==> config.mk <==
export PLATFORM = sky130hd
export DESIGN_NAME = smp_voice
export DESIGN_NICKNAME = d
export VERILOG_FILES = /design/src/rtl/smpv_pkg.sv /design/src/rtl/smpv_rate.sv /design/src/rtl/smpv_seq.sv /design/src/rtl/smpv_pack.sv /design/src/rtl/smp_voice.sv
export SDC_FILE = /design/constraint.sdc
export NUM_CORES = 1
export LEC_CHECK = 0
export CORE_UTILIZATION = 45
export DETAILED_ROUTE_END_ITERATION = 8
export GPL_TIMING_DRIVEN = 0
export PLACE_DENSITY = 0.79
export SYNTH_ARGS = -nofsm -noshare
export SYNTH_HDL_FRONTEND = slang
export SYNTH_SLANG_ARGS = --single-unit
==> constraint.sdc <==
create_clock -name clk -period 7.8 [get_ports clk]
set_input_delay 1.56 -clock clk [delete_from_list [all_inputs] [get_ports clk]]
set_output_delay 1.56 -clock clk [all_outputs]
set_load 0.02 [all_outputs]
==> src/rtl/smpv_pkg.sv <==
`timescale 1ns/1ps
package smpv_pkg;
  typedef enum logic [1:0] {PH_WAIT = 2'd0, PH_LO = 2'd1, PH_HI = 2'd2} phase_t;
  localparam logic [1:0] MODE_PCM8  = 2'b00;
  localparam logic [1:0] MODE_PCM16 = 2'b01;
endpackage

==> src/rtl/smpv_rate.sv <==
`timescale 1ns/1ps
module smpv_rate #(
  parameter int DIV_W = 16
) (
  input  logic             clk,
  input  logic             rst_n,
  input  logic             clr,
  input  logic             ref_en,
  input  logic [DIV_W-1:0] div,
  output logic             tick
);
  logic [DIV_W-1:0] cnt_q, cnt_d, lim;

  // divider of zero behaves as one
  assign lim  = (div == '0) ? '0 : div - DIV_W'(1);
  assign tick = ref_en && (cnt_q >= lim);

  always_comb begin
    cnt_d = cnt_q;
    if (clr)         cnt_d = '0;
    else if (ref_en) cnt_d = tick ? '0 : cnt_q + DIV_W'(1);
  end

  always_ff @(posedge clk or negedge rst_n) begin
    if (!rst_n) cnt_q <= '0;
    else        cnt_q <= cnt_d;
  end
endmodule

==> src/rtl/smpv_seq.sv <==
`timescale 1ns/1ps
module smpv_seq
  import smpv_pkg::*;
#(
  parameter int ADDR_W = 32,
  parameter int LEN_W  = 24
) (
  input  logic              clk,
  input  logic              rst_n,
  input  logic              gate,
  input  logic              loop_en,
  input  logic              il_en,
  input  logic [1:0]        mode,
  input  logic [ADDR_W-1:0] start,
  input  logic [LEN_W-1:0]  len,
  input  logic [LEN_W-1:0]  pa,
  input  logic [LEN_W-1:0]  pb,
  input  logic              tick,
  input  logic              mem_ack,
  output logic              mem_req,
  output logic [ADDR_W-1:0] mem_addr,
  output logic              lo_we,
  output logic              fin_we,
  output logic              zero_out,
  output logic              restart,
  output logic              running,
  output logic              end_pulse
);
  phase_t           ph_q, ph_d;
  logic             run_q, run_d, gate_q, end_q, end_d;
  logic [LEN_W-1:0] off_q, off_d, width_b, step, adv;
  logic             halt;

  assign restart  = gate && !gate_q;
  assign halt     = run_q && !gate && !loop_en;
  assign width_b  = (mode == MODE_PCM16) ? LEN_W'(2) : LEN_W'(1);
  assign step     = il_en ? (width_b << 1) : width_b;
  assign adv      = off_q + step;
  assign mem_req  = run_q && (ph_q != PH_WAIT);
  assign mem_addr = start + ADDR_W'(off_q) + ADDR_W'(ph_q == PH_HI);
  assign running  = run_q;
  assign end_pulse = end_q;

  always_comb begin
    ph_d     = ph_q;
    run_d    = run_q;
    off_d    = off_q;
    end_d    = 1'b0;
    lo_we    = 1'b0;
    fin_we   = 1'b0;
    zero_out = 1'b0;
    if (restart) begin
      run_d    = 1'b1;
      ph_d     = PH_WAIT;
      off_d    = '0;
      zero_out = 1'b1;
    end else if (halt) begin
      run_d    = 1'b0;
      ph_d     = PH_WAIT;
      zero_out = 1'b1;
    end else if (run_q) begin
      unique case (ph_q)
        PH_WAIT: if (tick) ph_d = PH_LO;
        PH_LO: if (mem_ack) begin
          lo_we = 1'b1;
          if (mode == MODE_PCM16) ph_d = PH_HI;
        end
        default: ;
      endcase
      // sample complete: single byte, or high byte of a 16-bit pair
      if (mem_ack && ((ph_q == PH_HI) || (ph_q == PH_LO && mode != MODE_PCM16))) begin
        ph_d = PH_WAIT;
        if (loop_en && gate && adv == pb) begin
          off_d  = pa;
          fin_we = 1'b1;
        end else if (adv == len) begin
          off_d    = adv;
          run_d    = 1'b0;
          end_d    = 1'b1;
          zero_out = 1'b1;
        end else begin
          off_d  = adv;
          fin_we = 1'b1;
        end
      end
    end
  end

  always_ff @(posedge clk or negedge rst_n) begin
    if (!rst_n) begin
      ph_q   <= PH_WAIT;
      run_q  <= 1'b0;
      off_q  <= '0;
      gate_q <= 1'b0;
      end_q  <= 1'b0;
    end else begin
      ph_q   <= ph_d;
      run_q  <= run_d;
      off_q  <= off_d;
      gate_q <= gate;
      end_q  <= end_d;
    end
  end
endmodule

==> src/rtl/smpv_pack.sv <==
`timescale 1ns/1ps
module smpv_pack
  import smpv_pkg::*;
(
  input  logic        clk,
  input  logic        rst_n,
  input  logic        zero_out,
  input  logic        lo_we,
  input  logic        fin_we,
  input  logic [1:0]  mode,
  input  logic [7:0]  data,
  output logic [15:0] smp_out
);
  logic [7:0]  lo_q;
  logic [15:0] out_q, out_d;

  always_comb begin
    out_d = out_q;
    if (zero_out) out_d = '0;
    else if (fin_we) begin
      unique case (mode)
        MODE_PCM8:  out_d = {data, 8'h00};
        MODE_PCM16: out_d = {data, lo_q};
        default:    out_d = '0;
      endcase
    end
  end

  always_ff @(posedge clk or negedge rst_n) begin
    if (!rst_n) begin
      lo_q  <= '0;
      out_q <= '0;
    end else begin
      if (lo_we) lo_q <= data;
      out_q <= out_d;
    end
  end

  assign smp_out = out_q;
endmodule

==> src/rtl/smp_voice.sv <==
`timescale 1ns/1ps
module smp_voice #(
  parameter int ADDR_W = 32,
  parameter int LEN_W  = 24,
  parameter int DIV_W  = 16
) (
  input  logic              clk,
  input  logic              rst_n,
  input  logic              ref_en,
  input  logic              cfg_gate,
  input  logic              cfg_loop,
  input  logic              cfg_il,
  input  logic [1:0]        cfg_mode,
  input  logic [ADDR_W-1:0] cfg_start,
  input  logic [LEN_W-1:0]  cfg_len,
  input  logic [DIV_W-1:0]  cfg_div,
  input  logic [LEN_W-1:0]  cfg_pa,
  input  logic [LEN_W-1:0]  cfg_pb,
  output logic              mem_req,
  output logic [ADDR_W-1:0] mem_addr,
  input  logic              mem_ack,
  input  logic [7:0]        mem_data,
  output logic [15:0]       smp_out,
  output logic              end_pulse
);
  logic tick, restart, running, lo_we, fin_we, zero_out;

  smpv_rate #(.DIV_W(DIV_W)) u_rate (
    .clk(clk), .rst_n(rst_n), .clr(restart || !running),
    .ref_en(ref_en), .div(cfg_div), .tick(tick)
  );

  smpv_seq #(.ADDR_W(ADDR_W), .LEN_W(LEN_W)) u_seq (
    .clk(clk), .rst_n(rst_n), .gate(cfg_gate), .loop_en(cfg_loop),
    .il_en(cfg_il), .mode(cfg_mode), .start(cfg_start), .len(cfg_len),
    .pa(cfg_pa), .pb(cfg_pb), .tick(tick), .mem_ack(mem_ack),
    .mem_req(mem_req), .mem_addr(mem_addr), .lo_we(lo_we), .fin_we(fin_we),
    .zero_out(zero_out), .restart(restart), .running(running),
    .end_pulse(end_pulse)
  );

  smpv_pack u_pack (
    .clk(clk), .rst_n(rst_n), .zero_out(zero_out), .lo_we(lo_we),
    .fin_we(fin_we), .mode(cfg_mode), .data(mem_data), .smp_out(smp_out)
  );
endmodule

# --- After elaboration in Yosys (flattened, before gate mapping) ---
# Index checks and enable logic that the tools add are counted.
totals:
  regBits: 69
  inputBits: 137
  out_inout_bits: 50
  elab_cells: 96
op_classes:
  addsub: 5
  order_cmp: 1
  n_eq_ne: 10
  mux: 45
  reduce_logical: 27
ops:
  columns: ["cell", "n"]
  rows:
  - ["$mux W24", 6]
  - ["$mux W16", 6]
  - ["$eq A24 B24 Y1", 2]
  - ["$add A32 B1 Y32", 1]
  - ["$add A32 B24 Y32", 1]
  - ["$pmux W16 S2", 1]
  - ["$add A24 B24 Y24", 1]
  - ["$mux W1", 23]
  - ["$add A16 B1 Y16 const B", 1]
  - ["$ge A16 B16 Y1", 1]
  - ["$logic_not A16 Y1", 1]
  - ["$mux W2", 8]
  - ["$sub A16 B1 Y16 const B", 1]
  - ["$ne A5 B3 Y1 const B", 2]
  - ["$reduce_bool A2 Y1", 5]
  - ["$logic_and A1 B1 Y1", 9]
  - ["$ne A5 B4 Y1 const B", 1]
  - ["$reduce_and A5 Y1", 1]
  - ["$reduce_bool A5 Y1", 1]
  - ["$eq A2 B1 Y1 const B", 2]
  - ["$logic_not A1 Y1", 4]
  - ["$logic_not A2 Y1", 2]
  - ["$pmux W2 S2", 1]
  - ["$reduce_and A3 Y1", 1]
  - ["other kinds (5)", 6]

# --- Longest topological paths before layout ---
depth:
  word_depth: 13
  mapped_depth: 18
  mapped_depth_nobuf: 16

# --- Hierarchy ---
# Synthesis repeated with hierarchy kept, for this count alone.
hier_totals:
  cells_unflattened: 857
  hier_area_um2: 7090.6
modules_own_cells:
  columns: ["mod", "n_inst", "cells_per_inst", "area_per_inst_um2", "seq_area_each_um2"]
  rows:
  - ["smpv_seq", 1, 577, 4479.3, 725.7]
  - ["smpv_rate", 1, 191, 1544.0, 400.4]
  - ["smpv_pack", 1, 88, 1061.0, 600.6]
  - ["smp_voice", 1, 1, 6.3, 0.0]

# --- Least setup slack after synthesis ---
# Ideal clock, no wire load.
synth_timing:
  path_type: "in2reg"
  startpoint: "input port cfg_mode[0]"
  endpoint: "register u_seq.off_q[18]"
  setup_ns: 0.131
  arrival_ns: 5.436
  required_time_ns: 7.669
  slack_ns: 2.233
  cell_stages: 16
  path_buffers: 3
  path_cell_list: "nor2b_1 > clkbuf_1 > inv_1 > ha_1 > ha_1 > fa_1 > a21oi_1 > or4_1 > clkbuf_1 > or3_1 > xnor3_1 > or4b_4 > nor4_4 > buf_4 > a2bb2oi_2 > o211ai_1"
synth_via:
  elab_chain_len: 11
  elab_cells_between_ends: 17
  cone_classes: "1 x add/sub; 3 x eq/ne; 7 x mux; 6 x reduce/logical"
synth_rtl:
  columns: ["item", "line", "source"]
  rows:
  - ["start: declaration", "smp_voice.sv:13", "input logic [1:0] cfg_mode,"]
  - ["$eq A2 B1 Y1", "smpv_seq.sv:36", "assign width_b = (mode == MODE_PCM16) ? LEN_W'(2) : LEN_W'(1);"]
  - ["$mux W2", "smpv_seq.sv:36", null]
  - ["$mux W24", "smpv_seq.sv:37", "assign step = il_en ? (width_b << 1) : width_b;"]
  - ["$add A24 B24 Y24", "smpv_seq.sv:38", "assign adv = off_q + step;"]
  - ["$eq A24 B24 Y1", "smpv_seq.sv:73", "if (loop_en && gate && adv == pb) begin"]
  - ["$logic_and A1 B1 Y1", "smpv_seq.sv:73", null]
  - ["$mux W24", "smpv_seq.sv:73", null]
  - ["$mux W24", "smpv_seq.sv:71", "if (mem_ack && ((ph_q == PH_HI) || (ph_q == PH_LO && mode != MODE_PCM16))) begin"]
  - ["$mux W24", "smpv_seq.sv:61", "end else if (run_q) begin"]
  - ["$mux W24", "smpv_seq.sv:57", "end else if (halt) begin"]
  - ["$mux W24", "smpv_seq.sv:52", "if (restart) begin"]
  - ["end signal: assignment", "smpv_seq.sv:93", "off_q <= '0;"]
  - ["end signal: assignment", "smpv_seq.sv:99", "off_q <= off_d;"]
  - ["end: declaration", "smpv_seq.sv:31", "logic [LEN_W-1:0] off_q, off_d, width_b, step, adv;"]
# Parallel ways exist; a longest one is shown, timed or not. The select of a mux whose other input is x is not followed.
# A chain may end at the register's enable or synchronous reset.

# --- Final worst setup path ---
layout_timing:
  startpoint: "input port cfg_mode[1]"
  endpoint: "register u_pack.out_q[13], in the netlist u_pack.smp_out[13]"
layout_via:
  elab_chain_len: 12
  elab_cells_between_ends: 28
  cone_classes: "1 x add/sub; 4 x eq/ne; 17 x mux; 6 x reduce/logical"
layout_rtl:
  columns: ["item", "line", "source"]
  rows:
  - ["$eq A2 B1 Y1", "smpv_seq.sv:36, smpv_pack.sv:21", null]
  - ["$mux W2", "smpv_seq.sv:36", null]
  - ["$mux W24", "smpv_seq.sv:37", null]
  - ["$add A24 B24 Y24", "smpv_seq.sv:38", null]
  - ["$eq A24 B24 Y1, on equally long branches", "smpv_seq.sv:76, smpv_seq.sv:73", null]
  - ["$mux W1 or $logic_and A1 B1 Y1 (tied branches)", "smpv_seq.sv:76, smpv_seq.sv:73", null]
  - ["$mux W1", "smpv_seq.sv:73", null]
  - ["$mux W1", "smpv_seq.sv:71", null]
  - ["$mux W1", "smpv_seq.sv:61", null]
  - ["$mux W1", "smpv_seq.sv:57", null]
  - ["$mux W1", "smpv_seq.sv:52", null]
  - ["$mux W16 or $reduce_bool A2 Y1 (tied branches)", null, null]
  - ["end signal: assignment", "smpv_pack.sv:35", "out_q <= out_d;"]
  - ["end: declaration", "smpv_pack.sv:15", "logic [15:0] out_q, out_d;"]
# Parallel ways exist; a longest one is shown, timed or not. The select of a mux whose other input is x is not followed.

==> impl_metrics.ini <==
[cells_and_area]
syn_to_final_growth_pct = 33.5
num-nets-final = 1295
final_cell_mix = 185 x clkdlybuf4s50_1, 89 x nand2_1, 69 x dfrtp_1, 60 x nand3_1, 47 x ha_1
final_common_cell = clkdlybuf4s50_1
drive_gt1_frac = 0.0494
diodes = 0
utilization = 0.618

[critical_path]
crit_chain = clkdlybuf4s50_1 -> nor2b_1 -> clkbuf_1 -> inv_1 -> ha_1 -> fa_1 -> a21oi_1 -> nor4_1 -> o2111ai_1 -> nor4_1 -> o2111ai_1 -> nor4_2 -> buf_2 -> o21ai_1
slowest_delay_ns = 1.11
path_class = in -> reg
cp-startpoint = cfg_mode[1]
cp_top_family = simple AND/OR/NAND/NOR gates
worstSetupEndpointType = register
crit_arrival_ns = 7.29
path_buf_inv = 4
worst_path_max_delay_cell = nor4_1
worstPathMaxFanout = 10
r2r-start = u_seq.off_q[0]
cp.required_ns = 8.02
cp-start-kind = primary input

[clock_tree]
path_clk_slew_ns = 0.06
clk_latency_ns = 0.35
h-tree-depth = 3
root_buffer = clkbuf_16
hold_buffers = 0
clockBufferDepth = 2
numCtsBuffers = 9
clkSinkCount = 69
post_cts_buffers = 0
cts_tree = built
cts_resized = 0

[synthesis]
yosysUniqueCellTypes = 73
synth_area_leaders = dfrtp_1 23%, ha_1 7.9%, xnor2_1 5.1%
synth_top_area_share = 0.233
netlist_area_mm2 = 0.00741
synth-main-ff-cell = dfrtp_1
ys_seq_area_frac = 0.233
synthCells = 910
yosys.area.top_type = dfrtp_1
async_reset_ff_frac = 1.00
syn_area_per_cell_um2 = 8.15
synth_seq_cells = 69
synth-edff-count = 0
synth_warnings = 0
synth_nets = 1097

[sta]
hold_viol = 0
worst_slew_pin_slew_ns = 1.31
setup_viol = 0
rsz0062_at_grt = false
finalClockSkew_ns = 0.00657
maxSlewViolCount = 0
max_freq_mhz = 141
setup-tns-final_ns = 0
fin_crit_ns = 7.07
period_share = 0.906
slew_headroom = 0.122

[power_and_ir_drop]
p_per_area_mw_per_mm2 = 107
peakVddDrop_mv = 0.141
p_leak_uw = 0.00419
p_total_uw = 1060

[die]
io_pins = 187
dieArea_mm2 = 0.0170
start_util = 0.463
fp.dieH_um = 130
placementRows = 46
die_x_um = 130
core_area_mm2 = 0.0160

[placed_design]
port_buffers = 186
gp_congestion = 0.986
dp_hpwl_mm = 19.3

[global_routing]
track_usage = 0.298
grt_antenna_before_repair = 0
overflow = 0
grt_pass1_vias = 7537
grt_pass1_wl_mm = 38.8
grt_start_max_net_pins = 37

[routing]
initialDrtViolationCount = 440
vias_per_cell = 6.01
drc = 0
detail_route.first_pass.iterations = 5
vias = 7983
ant_nets = 0
drt-total-wl_mm = 24.9
wl_per_cell_um = 18.7

[hold_path]
hp-class = reg -> reg
worstHoldStart = u_pack.smp_out[7]

[run_status]
status = finished, final reports clean

[flow_run]
maxCapViolations = 0
==> layer usage <==
layer / vias to the layer above / share of wire / global-route usage
met5: - / 0 / 0
li1: 3812 / - / -
met4: 0 / 0.036 / 0.131
met1: 3730 / 0.41 / 0.362
met2: 372 / 0.45 / 0.496
met3: 69 / 0.10 / 0.0767
==> registers in the layout, indices dropped and copies added (netlist names) <==
register,cells
u_seq.off_q,24
u_pack.smp_out,16
u_rate.cnt_q,16
u_pack.lo_q,8
u_seq.ph_q,2
u_seq.end_pulse,1
u_seq.gate_q,1
u_seq.running,1
==> tightest hold or removal path: stages (launching register included) <==
cell	delay, ns
dfrtp_1	0.35
nand2_1	0.05
o21ai_0	0.06
==> cells in the mapped netlist, types with 12 or more instances <==
library cell  count
o21a_1           17
nand3_1          60
nand2_1          89
a21o_1           27
o21ai_0          36
or3_1            19
xnor2_1          43
dfrtp_1          69
clkbuf_1         39
nor2_1           43
a21oi_1          36
nand4_1          16
nand2b_1         20
nor2b_1          21
a32oi_1          20
xor2_1           41
or4_1            13
ha_1             47
nor3_1           18
nor3b_1          12
and3_1           22
inv_1            21
==> stage by stage <==
step                setup slack (ns)  hold WS, ns  instance area [µm²]  std cells
global route                   0.365        0.511                 9900       1329
detailed placement             0.548        0.478                 9560       1313
global placement               0.676        0.464                 9540       1312
finish                         0.733        0.484                 9900       1329
floorplan                       2.23        0.479                 7410        910
CTS                            0.935        0.491                 9900       1329
==> power breakdown <==
part | total, µW | switching [µW] | leakage [µW] | internal [µW]
combinational | 223 | 103 | 0.00307 | 120
clock | 473 | 175 | 0.000162 | 298
sequential | 366 | 4.35 | 0.000958 | 361
==> kinds of logic (layout without fill, tap and decap cells) <==
group | after synthesis | count (layout) | synth area share
adder cells (fa/ha/maj) | 50 | 50 | 0.0874
AND/OR/NAND/NOR | 387 | 387 | 0.288
XOR/XNOR | 88 | 88 | 0.111
buffers and inverters | 72 | 275 | 0.0427
multiplexers | 10 | 10 | 0.0149
AO/OA/AOI/OAI | 234 | 234 | 0.223
flip-flops | 69 | 69 | 0.233
==> area by class of cell <==
| cell class | instances | area (µm²) |
|---|---|---|
| Buffer | 51 | 238 |
| Clock buffer | 11 | 253 |
| Clock inverter | 5 | 81.3 |
| Fill cell | 1476 | 6100 |
| Inverter | 21 | 78.8 |
| Multi-Input combinational cell | 769 | 5370 |
| Sequential cell | 69 | 1730 |
| Tap cell | 216 | 270 |
| Timing Repair Buffer | 187 | 1880 |
==> worst paths after layout <==
kind / to / slack, ns / depth (start not counted)
max: u_pack.smp_out[13] / 0.73 / 14
min: u_pack.smp_out[7] / 0.48 / 2
max reg2reg: u_pack.smp_out[13] / 2.92 / 10
min reg2reg: u_pack.smp_out[7] / 0.48 / 2
max in group asynchronous: u_seq.off_q[1] / 6.06 / 2
min in group asynchronous: u_rate.cnt_q[15] / 1.18 / 1
No activity file was read; power rests on OpenSTA's default activity.
